File: config.mk
export PLATFORM = sky130hd
export DESIGN_NAME = rtc_regbank
export DESIGN_NICKNAME = d
export VERILOG_FILES = /design/src/rtl/rtc_regbank_pkg.sv /design/src/rtl/rtc_addr_decode.sv /design/src/rtl/rtc_scratch_file.sv /design/src/rtl/rtc_datetime_regs.sv /design/src/rtl/rtc_regbank.sv
export SDC_FILE = /design/constraint.sdc
export NUM_CORES = 1
export LEC_CHECK = 0
export ABC_AREA = 1
export BUFFER_PORTS_ARGS = -buffer_cell sky130_fd_sc_hd__buf_2
export CORE_MARGIN = 2
export CORE_UTILIZATION = 25
export DETAILED_ROUTE_END_ITERATION = 7
export MAX_ROUTING_LAYER = met4
export PLACE_DENSITY = 0.44
export SKIP_CTS_REPAIR_TIMING = 1
export SLEW_MARGIN = 20
export SYNTH_ARGS = -nofsm -noshare
export SYNTH_HDL_FRONTEND = slang
export SYNTH_SLANG_ARGS = --single-unit
File: constraint.sdc
create_clock -name clk -period 3.15 [get_ports clk]
set_input_delay 0.7875 -clock clk [delete_from_list [all_inputs] [get_ports clk]]
set_output_delay 0.7875 -clock clk [all_outputs]
set_load 0.02 [all_outputs]
File: src/rtl/rtc_regbank_pkg.sv
package rtc_regbank_pkg;
  localparam int unsigned WORD_W      = 32;
  localparam int unsigned WIDX_W      = 8;
  localparam int unsigned IDX_CTRL    = 0;
  localparam int unsigned IDX_DATE    = 4;
  localparam int unsigned IDX_TIME    = 5;
  localparam int unsigned IDX_GP_BASE = 64;
  localparam int unsigned BIT_DATE_UPD = 7;
  localparam int unsigned BIT_TIME_UPD = 8;

  typedef enum logic [2:0] {
    RS_NONE, RS_CTRL, RS_DATE, RS_TIME, RS_GP
  } regsel_e;

  function automatic logic [WORD_W-1:0] pack_date(
      input logic [15:0] yoff, input logic [7:0] mon, input logic [7:0] day);
    return {yoff, mon, day};
  endfunction

  function automatic logic [WORD_W-1:0] pack_time(
      input logic [2:0] wday, input logic [7:0] hr,
      input logic [7:0] mn, input logic [7:0] sc);
    return {wday, 5'b0, hr, mn, sc};
  endfunction
endpackage

File: src/rtl/rtc_addr_decode.sv
module rtc_addr_decode
  import rtc_regbank_pkg::*;
#(
  parameter int unsigned ADDR_W   = 12,
  parameter int unsigned GP_COUNT = 8,
  localparam int unsigned GP_IDX_W = (GP_COUNT > 1) ? $clog2(GP_COUNT) : 1
) (
  input  logic [ADDR_W-1:0]   addr,
  output regsel_e             rsel,
  output logic [GP_IDX_W-1:0] gp_idx
);
  logic              in_window;
  logic [WIDX_W-1:0] widx;
  logic [WIDX_W-1:0] gp_off;

  generate
    if (ADDR_W > 10) begin : g_upper
      assign in_window = (addr[ADDR_W-1:10] == '0);
    end else begin : g_noupper
      assign in_window = 1'b1;
    end
  endgenerate

  assign widx   = addr[9:2];
  assign gp_off = widx - WIDX_W'(IDX_GP_BASE);
  assign gp_idx = gp_off[GP_IDX_W-1:0];

  always_comb begin
    rsel = RS_NONE;
    if (in_window && addr[1:0] == 2'b00) begin
      if (widx == WIDX_W'(IDX_CTRL))      rsel = RS_CTRL;
      else if (widx == WIDX_W'(IDX_DATE)) rsel = RS_DATE;
      else if (widx == WIDX_W'(IDX_TIME)) rsel = RS_TIME;
      else if (widx >= WIDX_W'(IDX_GP_BASE) &&
               gp_off < WIDX_W'(GP_COUNT)) rsel = RS_GP;
    end
  end
endmodule

File: src/rtl/rtc_scratch_file.sv
module rtc_scratch_file
  import rtc_regbank_pkg::*;
#(
  parameter int unsigned GP_COUNT = 8,
  localparam int unsigned GP_IDX_W = (GP_COUNT > 1) ? $clog2(GP_COUNT) : 1
) (
  input  logic                       clk,
  input  logic                       rst_n,
  input  logic                       we,
  input  logic [GP_IDX_W-1:0]        idx,
  input  logic [WORD_W-1:0]          wdata,
  output logic [GP_COUNT*WORD_W-1:0] words
);
  generate
    for (genvar k = 0; k < GP_COUNT; k++) begin : g_word
      always_ff @(posedge clk) begin
        if (!rst_n)
          words[k*WORD_W +: WORD_W] <= '0;
        else if (we && idx == GP_IDX_W'(k))
          words[k*WORD_W +: WORD_W] <= wdata;
      end
    end
  endgenerate
endmodule

File: src/rtl/rtc_datetime_regs.sv
module rtc_datetime_regs
  import rtc_regbank_pkg::*;
#(
  parameter int BASE_YEAR = 1970
) (
  input  logic              clk,
  input  logic              rst_n,
  input  logic [15:0]       strap_year,
  input  logic [7:0]        strap_month,
  input  logic [7:0]        strap_day,
  input  logic [2:0]        strap_wday,
  input  logic [7:0]        strap_hour,
  input  logic [7:0]        strap_min,
  input  logic [7:0]        strap_sec,
  input  logic              we_date,
  input  logic              we_time,
  input  logic              rd_ctrl,
  input  logic [WORD_W-1:0] wdata,
  output logic [WORD_W-1:0] date_q,
  output logic [WORD_W-1:0] time_q,
  output logic              flag_date,
  output logic              flag_time
);
  logic [WORD_W-1:0] date_rst, time_rst;

  generate
    if (BASE_YEAR > 1900) begin : g_load
      assign date_rst = pack_date(strap_year - 16'(BASE_YEAR), strap_month, strap_day);
      assign time_rst = pack_time(strap_wday, strap_hour, strap_min, strap_sec);
    end else begin : g_zero
      assign date_rst = '0;
      assign time_rst = '0;
    end
  endgenerate

  always_ff @(posedge clk) begin
    if (!rst_n) begin
      date_q <= date_rst;
      time_q <= time_rst;
    end else begin
      if (we_date) date_q <= wdata;
      if (we_time) time_q <= wdata;
    end
  end

  // A set in the same cycle as a clearing read wins.
  always_ff @(posedge clk) begin
    if (!rst_n) begin
      flag_date <= 1'b0;
      flag_time <= 1'b0;
    end else begin
      flag_date <= we_date | (flag_date & ~rd_ctrl);
      flag_time <= we_time | (flag_time & ~rd_ctrl);
    end
  end
endmodule

File: src/rtl/rtc_regbank.sv
module rtc_regbank
  import rtc_regbank_pkg::*;
#(
  parameter int          BASE_YEAR = 1970,
  parameter int unsigned GP_COUNT  = 8,
  parameter int unsigned ADDR_W    = 12
) (
  input  logic              clk,
  input  logic              rst_n,
  input  logic [15:0]       strap_year,
  input  logic [7:0]        strap_month,
  input  logic [7:0]        strap_day,
  input  logic [2:0]        strap_wday,
  input  logic [7:0]        strap_hour,
  input  logic [7:0]        strap_min,
  input  logic [7:0]        strap_sec,
  input  logic              bus_sel,
  input  logic              bus_write,
  input  logic [ADDR_W-1:0] bus_addr,
  input  logic [31:0]       bus_wdata,
  output logic [31:0]       bus_rdata
);
  localparam int unsigned GP_IDX_W = (GP_COUNT > 1) ? $clog2(GP_COUNT) : 1;

  regsel_e                   rsel;
  logic [GP_IDX_W-1:0]       gp_idx;
  logic [GP_COUNT*WORD_W-1:0] gp_words;
  logic [WORD_W-1:0]         date_q, time_q, ctrl_val, rd_mux;
  logic                      flag_date, flag_time;
  logic                      wr_acc, rd_acc;

  assign wr_acc = bus_sel &  bus_write;
  assign rd_acc = bus_sel & ~bus_write;

  rtc_addr_decode #(.ADDR_W(ADDR_W), .GP_COUNT(GP_COUNT)) u_dec (
    .addr(bus_addr), .rsel(rsel), .gp_idx(gp_idx)
  );

  rtc_scratch_file #(.GP_COUNT(GP_COUNT)) u_gp (
    .clk(clk), .rst_n(rst_n),
    .we(wr_acc && rsel == RS_GP), .idx(gp_idx),
    .wdata(bus_wdata), .words(gp_words)
  );

  rtc_datetime_regs #(.BASE_YEAR(BASE_YEAR)) u_dt (
    .clk(clk), .rst_n(rst_n),
    .strap_year(strap_year), .strap_month(strap_month), .strap_day(strap_day),
    .strap_wday(strap_wday), .strap_hour(strap_hour), .strap_min(strap_min),
    .strap_sec(strap_sec),
    .we_date(wr_acc && rsel == RS_DATE),
    .we_time(wr_acc && rsel == RS_TIME),
    .rd_ctrl(rd_acc && rsel == RS_CTRL),
    .wdata(bus_wdata),
    .date_q(date_q), .time_q(time_q),
    .flag_date(flag_date), .flag_time(flag_time)
  );

  always_comb begin
    ctrl_val = '0;
    ctrl_val[BIT_DATE_UPD] = flag_date;
    ctrl_val[BIT_TIME_UPD] = flag_time;
  end

  always_comb begin
    unique case (rsel)
      RS_CTRL: rd_mux = ctrl_val;
      RS_DATE: rd_mux = date_q;
      RS_TIME: rd_mux = time_q;
      RS_GP:   rd_mux = gp_words[gp_idx*WORD_W +: WORD_W];
      default: rd_mux = '0;
    endcase
  end

  always_ff @(posedge clk) begin
    if (!rst_n)      bus_rdata <= '0;
    else if (rd_acc) bus_rdata <= rd_mux;
  end
endmodule

==> load_flow_metrics.sql, run 1 <==
INSERT INTO impl_metrics (metric_group, metric, value, unit) VALUES
('run_status', 'run_status', 'complete, no violations', ''),
('finish', 'num-nets-final', '2330', ''),
('global_route', 'grt_use_total', '16.3', '%'),
('global_route', 'maximum_number_of_pins_on_one_net_before_global_route_repair', '124', ''),
('critical_path', 'timing.reg2reg.worst_path_depth', '8', ''),
('timing', 'fin_crit', '2150', 'ps'),
('job', 'cap_violations', '0', ''),
('synthesis', 'synth_top_area_share', '37.6', '%'),
('synthesis', 'ys.flop_type', 'dfxtp_1', ''),
('critical_path', 'timing.critical_path.fanout_max', '18', ''),
('floorplanning', 'floorplan.rows', '91', ''),
('route', 'antenna_left', '0', ''),
('finish', 'share_of_post_route_cells_with_drive_strength_above_1', '11.9', '%'),
('critical_path', 'worstSetupStartpointType', 'input port', ''),
('critical_path', 'timing.reg2reg.setup_slack', '1870', 'ps'),
('timing', 'setup_viol', '0', ''),
('synthesis', 'syn-num-nets', '2244', ''),
('placement', 'place.port_buffers', '138', ''),
('min_path', 'source_of_the_worst_hold_timing_path', 'bus_rdata[5]', ''),
('power_and_ir_drop', 'power.leakage', '7.90', 'nW'),
('placement', 'dp_cells', '3018', ''),
('global_route', 'grt_overflow_total', '0', ''),
('finish', 'finalCoreUtilization', '30.0', '%'),
('synthesis', 'synth_top_cells_by_area', 'dfxtp_1 (38%), nand2_1 (12%), edfxtp_1 (11%)', ''),
('power_and_ir_drop', 'ir_drop', '0.325', 'mV'),
('synthesis', 'synth_enable_flop_cells', '59', ''),
('synthesis', 'syn_avg_cell_area', '7.36', 'sq um'),
('critical_path', 'arrival', '2620', 'ps'),
('route', 'iteration_count_of_the_initial_detailed_routing_pass', '5', ''),
('timing', 'finalSetupTns', '0', 'ps'),
('power_and_ir_drop', 'cellPowerDensity', '525', 'nW/um^2'),
('timing', 'drv_slew', '0', ''),
('finish', 'antenna_cells', '0', ''),
('floorplanning', 'area_of_the_die', '64900', 'sq um'),
('floorplanning', 'floorplan.core_area', '61900', 'sq um'),
('floorplanning', 'num_io_pins', '139', ''),
('synthesis', 'ys_seq_elements', '354', ''),
('synthesis', 'synthesis.area', '15700', 'sq um'),
('route', 'drt-initial-drc-count', '766', ''),
('min_path', 'hold_depth', '2', ''),
('critical_path', 'critical_path.reg2reg.endpoint', 'bus_rdata[19]', ''),
('timing', 'grt_setup_unrepaired', 'no', ''),
('cts', 'clkSlewWorstSetupHoldPaths', '60', 'ps'),
('route', 'average_via_count_per_standard_cell', '4.61', ''),
('cts', 'clock-sinks', '354', ''),
('critical_path', 'endpoint_kind', 'flop', ''),
('global_route', 'first_global_vias', '13800', ''),
('route', 'avgRoutedWirePerCell', '16.9', 'um'),
('route', 'routed-via-count', '14200', ''),
('cts', 'numCtsBuffers', '39', ''),
('timing', 'slew-limit-headroom', '64.3', '%'),
('timing', 'worst_hold_slack', '460', 'ps'),
('placement', 'dpl.hpwl', '34.8', 'mm'),
('synthesis', 'synth_async_sr_flop_share', '0', '%'),
('synthesis', 'netlist_instances', '2136', ''),
('cts', 'cts_buffer_depth', '3', ''),
('timing', 'worstMarginPinSlew', '536', 'ps'),
('finish', 'area_delta_synth_final', '18.3', '%'),
('synthesis', 'synthDistinctLibCells', '30', ''),
('floorplanning', 'die_x', '255', 'um'),
('global_route', 'grt_antenna_before_repair', '0', ''),
('cts', 'cts-root-buf', 'clkbuf_16', ''),
('floorplanning', 'start_util', '25.4', '%'),
('cts', 'htree_levels', '2', ''),
('timing', 'final-hold-violation-count', '0', ''),
('timing', 'finalClockSkew', '31.7', 'ps'),
('synthesis', 'synth_top_area_cell', 'dfxtp_1', ''),
('placement', 'gp_congestion', '0.834', ''),
('cts', 'worst_skew_pair.late_latency', '540', 'ps'),
('global_route', 'wire_length_of_the_first_global_routing_pass', '79.9', 'mm'),
('timing', 'period_share', '68.3', '%'),
('route', 'drcViolationCount', '0', ''),
('critical_path', 'setup_cp_type', 'input port to flop', ''),
('route', 'postRouteWirelength', '52.0', 'mm'),
('synthesis', 'sequential_element_share_of_the_synthesized_area', '48.8', '%'),
('timing', 'fmax', '0.465', 'GHz'),
('cts', 'cts_tree', 'built', ''),
('synthesis', 'synth.yosys.warnings', '0', ''),
('floorplanning', 'die_h', '255', 'um'),
('min_path', 'worstHoldEndpoint', 'bus_rdata[5]', ''),
('critical_path', 'crit-reg2reg-launch', 'u_gp.words[115]', ''),
('critical_path', 'critPathRequiredTime', '3620', 'ps'),
('min_path', 'worst_hold_path_type', 'flop to flop', ''),
('finish', 'fin_cells', '3083', '');
## per-layer routing
| layer | vias up | global-route usage, % | routed length [um] |
|---|---|---|---|
| li1 | 7174 | - | - |
| met1 | 6690 | 20.6 | 23400 |
| met2 | 281 | 27.3 | 25200 |
| met3 | 69 | 2.25 | 2210 |
| met4 | 0 | 4.29 | 1290 |
| met5 | - | - | 0 |
## worst max path at each step
stage                startpoint        endpoint  slack [ps]  cells after the start
floorplan           bus_addr[4]  u_dt.date_q[0]         300                     10
global placement    bus_addr[3]   bus_rdata[29]         460                     13
detailed placement  bus_addr[3]   bus_rdata[26]         450                     13
CTS                 bus_addr[3]   bus_rdata[26]        1020                     13
global route        bus_addr[2]   bus_rdata[14]         780                     13
finish              bus_addr[3]   bus_rdata[30]        1000                     13
## stage by stage
step | instance area, sq um | setup slack [ps] | power [mW]
final | 18600 | 998 | 9.77
after global placement | 17400 | 455 | 5.51
after global routing | 18600 | 777 | 10.2
after CTS | 18600 | 1020 | 9.91
after detailed placement | 17400 | 446 | 5.51
after floorplan | 15700 | 304 | 5.20
## area by class of cell
class | instances | area (sq um)
multi-input combinational | 1441 | 6600
sequential | 354 | 7680
clock buffer | 59 | 1120
fill | 6811 | 43300
tap | 837 | 1050
clock inverter | 6 | 53.8
timing repair buffer | 186 | 1350
inverter | 200 | 756
## where the power goes
| group | switching [mW] | total [mW] | leakage [nW] | internal (mW) |
|---|---|---|---|---|
| clock network | 1.84 | 4.37 | 0.574 | 2.53 |
| logic | 0.499 | 0.709 | 4.38 | 0.210 |
| registers | 0.0196 | 4.69 | 2.95 | 4.68 |
| total | 2.36 | 9.77 | 7.90 | 7.41 |
## placed cells by master (no fill, tap or decap), types with 6 or more instances in the layout
master,synthesis,final
nand4_1,38,38
buf_4,30,25
clkbuf_1,64,15
nor2_1,191,187
inv_1,191,191
edfxtp_1,59,59
nor2_8,8,8
a21oi_1,297,297
nand2_1,512,512
buf_12,0,23
nand3_1,68,68
o21ai_0,79,79
dfxtp_1,295,295
o21ai_1,225,225
buf_2,39,137
clkbuf_16,0,41
inv_2,5,6
## registers in the layout, indices dropped and copies added (netlist names)
name,flops
u_gp.words,256
bus_rdata,32
u_dt.flag_time,1
u_dt.time_q,32
u_dt.date_q,32
u_dt.flag_date,1
## logic make-up (layout without fill, tap and decap cells)
group | Yosys count | after routing | share of synthesized area [%]
and+or+nand+nor | 832 | 832 | 22.3
AOI/OAI and AO/OA | 605 | 605 | 19.3
DFF | 354 | 354 | 48.8
buffers and inverters | 341 | 451 | 9.29
xor gates and xnor gates | 3 | 3 | 0.167
adders and majority gates | 1 | 1 | 0.0796
## critical path, cell delays in order
cell and delay (ps):
buf_2 250, inv_6 100, nand2_4 80, buf_4 250, buf_4 370, nor2_1 70
nor2_1 100, nand2_1 60, nand2_1 100, nand3_1 120, nand3_1 120, nand2_1 60
a21oi_1 140
## synthesized netlist by cell type, types with 2 or more instances
| cell | count |
|---|---|
| nand2_4 | 5 |
| o31ai_1 | 2 |
| a21oi_1 | 297 |
| inv_1 | 191 |
| clkbuf_1 | 64 |
| a31oi_1 | 2 |
| nand3_1 | 68 |
| dfxtp_1 | 295 |
| o21ai_1 | 225 |
| nand2_2 | 4 |
| xor2_1 | 2 |
| buf_1 | 6 |
| nand2_1 | 512 |
| nor2_1 | 191 |
| clkinv_1 | 3 |
| nand4_1 | 38 |
| inv_2 | 5 |
| edfxtp_1 | 59 |
| nor2_8 | 8 |
| o21ai_0 | 79 |
| buf_2 | 39 |
| buf_4 | 30 |
| nor2_4 | 3 |
| buf_6 | 2 |
Power figures use the tool's default switching activity.
==> run 2, diff against run 1 <==
Settings changed: PLACE_DENSITY 0.44 to 0.45.
Clock period 3.15 ns to 1.9 ns, I/O delays scaled along.
==> load_flow_metrics.sql, run 2 (synthesis gave the netlist of run 1 again) <==
INSERT INTO impl_metrics (metric_group, metric, value, unit) VALUES
('floorplanning', 'area_of_the_die', '64900', 'sq um'),
('timing', 'slew-limit-headroom', '72.4', '%'),
('finish', 'antenna_cells', '0', ''),
('critical_path', 'setup_cp_type', 'input port to flop', ''),
('finish', 'register_with_the_highest_flop_count', 'u_gp.words', ''),
('critical_path', 'worstSetupStartpointType', 'input port', ''),
('route', 'avgRoutedWirePerCell', '16.3', 'um'),
('floorplanning', 'die_x', '255', 'um'),
('finish', 'largest_reg_flops', '256', ''),
('timing', 'worstMarginPinSlew', '414', 'ps'),
('critical_path', 'endpoint_kind', 'flop', ''),
('global_route', 'grt_antenna_before_repair', '0', ''),
('cts', 'htree_levels', '2', ''),
('global_route', 'first_global_vias', '13900', ''),
('min_path', 'worst_hold_path_type', 'input port to flop', ''),
('run_status', 'run_status', 'complete, no violations', ''),
('critical_path', 'critPathRequiredTime', '2360', 'ps'),
('timing', 'drv_slew', '0', ''),
('floorplanning', 'floorplan.core_area', '61900', 'sq um'),
('route', 'postRouteWirelength', '51.8', 'mm'),
('finish', 'layout.cells.most_common_list', 'nand2_1 (509), a21oi_1 (297), dfxtp_1 (295)', ''),
('timing', 'period_share', '83.7', '%'),
('floorplanning', 'floorplan.rows', '91', ''),
('cts', 'clkSlewWorstSetupHoldPaths', '60', 'ps'),
('route', 'average_via_count_per_standard_cell', '4.56', ''),
('critical_path', 'timing.reg2reg.worst_path_depth', '8', ''),
('route', 'drt-initial-drc-count', '855', ''),
('global_route', 'maximum_number_of_pins_on_one_net_before_global_route_repair', '60', ''),
('critical_path', 'cpPeakStageDelay', '210', 'ps'),
('critical_path', 'crit_slowest_cell', 'nor2_8', ''),
('cts', 'cts_tree', 'built', ''),
('power_and_ir_drop', 'ir_drop', '0.614', 'mV'),
('route', 'drcViolationCount', '0', ''),
('power_and_ir_drop', 'totalPowerFinal', '17.0', 'mW'),
('cts', 'worst_skew_pair.late_latency', '550', 'ps'),
('cts', 'cts_buffer_depth', '3', ''),
('timing', 'fmax', '0.629', 'GHz'),
('floorplanning', 'start_util', '25.4', '%'),
('global_route', 'grt_use_total', '16.3', '%'),
('timing', 'setup_viol', '0', ''),
('timing', 'grt_setup_unrepaired', 'no', ''),
('timing', 'final-hold-violation-count', '0', ''),
('finish', 'share_of_post_route_cells_with_drive_strength_above_1', '15.6', '%'),
('global_route', 'wire_length_of_the_first_global_routing_pass', '80.0', 'mm'),
('route', 'iteration_count_of_the_initial_detailed_routing_pass', '5', ''),
('timing', 'worst_hold_slack', '194', 'ps'),
('critical_path', 'series_of_cell_instances_along_the_critical_path', 'buf_2, nor2_1, nand4_1, nor2_4, inv_2, nor2_4, nand2_4, nor2_8, buf_12, o21ai_0, a21oi_1', ''),
('job', 'cap_violations', '0', ''),
('placement', 'dpl.hpwl', '36.6', 'mm'),
('global_route', 'grt_overflow_total', '0', ''),
('cts', 'cts-root-buf', 'clkbuf_16', ''),
('power_and_ir_drop', 'power.leakage', '8.49', 'nW'),
('critical_path', 'arrival', '2050', 'ps'),
('min_path', 'hold_depth', '3', ''),
('cts', 'clock-sinks', '354', ''),
('timing', 'fin_crit', '1590', 'ps'),
('floorplanning', 'die_h', '255', 'um'),
('floorplanning', 'num_io_pins', '139', ''),
('timing', 'finalClockSkew', '18.5', 'ps'),
('critical_path', 'cp_common_cell', 'nor2_4', ''),
('finish', 'mostFrequentLayoutCell', 'nand2_1', ''),
('route', 'antenna_left', '0', ''),
('cts', 'numCtsBuffers', '40', ''),
('placement', 'gp_congestion', '0.840', ''),
('placement', 'place.port_buffers', '138', ''),
('critical_path', 'timing.critical_path.fanout_max', '22', ''),
('power_and_ir_drop', 'cellPowerDensity', '859', 'nW/um^2'),
('finish', 'num-nets-final', '2414', ''),
('route', 'routed-via-count', '14500', ''),
('finish', 'area_delta_synth_final', '25.5', '%');
-- run 2: where the power goes --
group / total (mW) / internal (mW) / switching, mW
sequential: 7.78 / 7.75 / 0.0285
clock: 7.86 / 4.67 / 3.19
combinational: 1.33 / 0.472 / 0.855
-- run 2: cell type report --
type,instances,area (sq um)
repair buffers,269,2300
well taps,837,1050
clock buffers,63,1250
multi-input cells,1441,6630
fillers,6735,42200
clock inverters,9,81.3
flip-flops and latches,354,7680
inverters,200,756
-- run 2: path summary, 6_finish.rpt --
| kind | start | end | slack (ps) |
|---|---|---|---|
| hold / removal | strap_day[4] | u_dt.date_q[4] | 190 |
| setup / recovery | bus_addr[6] | u_gp.words[65] | 310 |
| setup reg to reg | u_gp.words[228] | bus_rdata[4] | 640 |
| hold reg to reg | bus_rdata[5] | bus_rdata[5] | 460 |
-- run 2: through the flow --
step / setup slack, ps / cell area [sq um] / TNS (ps) / cells / util, %
2_1_floorplan: 3.19 / 15800 / 0 / 2136 / -
4_1_cts: 296 / 19700 / 0 / 3173 / 31.9
3_5_place_dp: -239 / 18400 / -63200 / 3101 / 29.7
5_1_grt: 178 / 19700 / 0 / 3173 / 31.9
3_3_place_gp: -253 / 18400 / -55030 / 3101 / 29.7
6_report: 310 / 19700 / 0 / 3173 / 31.9
-- run 2: layer usage --
metal  vias to the layer above  track usage, %  part of all wire [%]
met5                         -               -                     0
met4                         0            4.36                   2.4
met3                        67            2.09                   3.4
met2                       238            26.9                    48
met1                      6843            20.9                    46
li1                       7327               -                     -
-- run 2: critical path: cells and delay by family --
| family | cells | cell delay [ps] |
|---|---|---|
| buf+inv | 3 | 350 |
| simple gates | 6 | 1000 |
| compound gates | 2 | 220 |
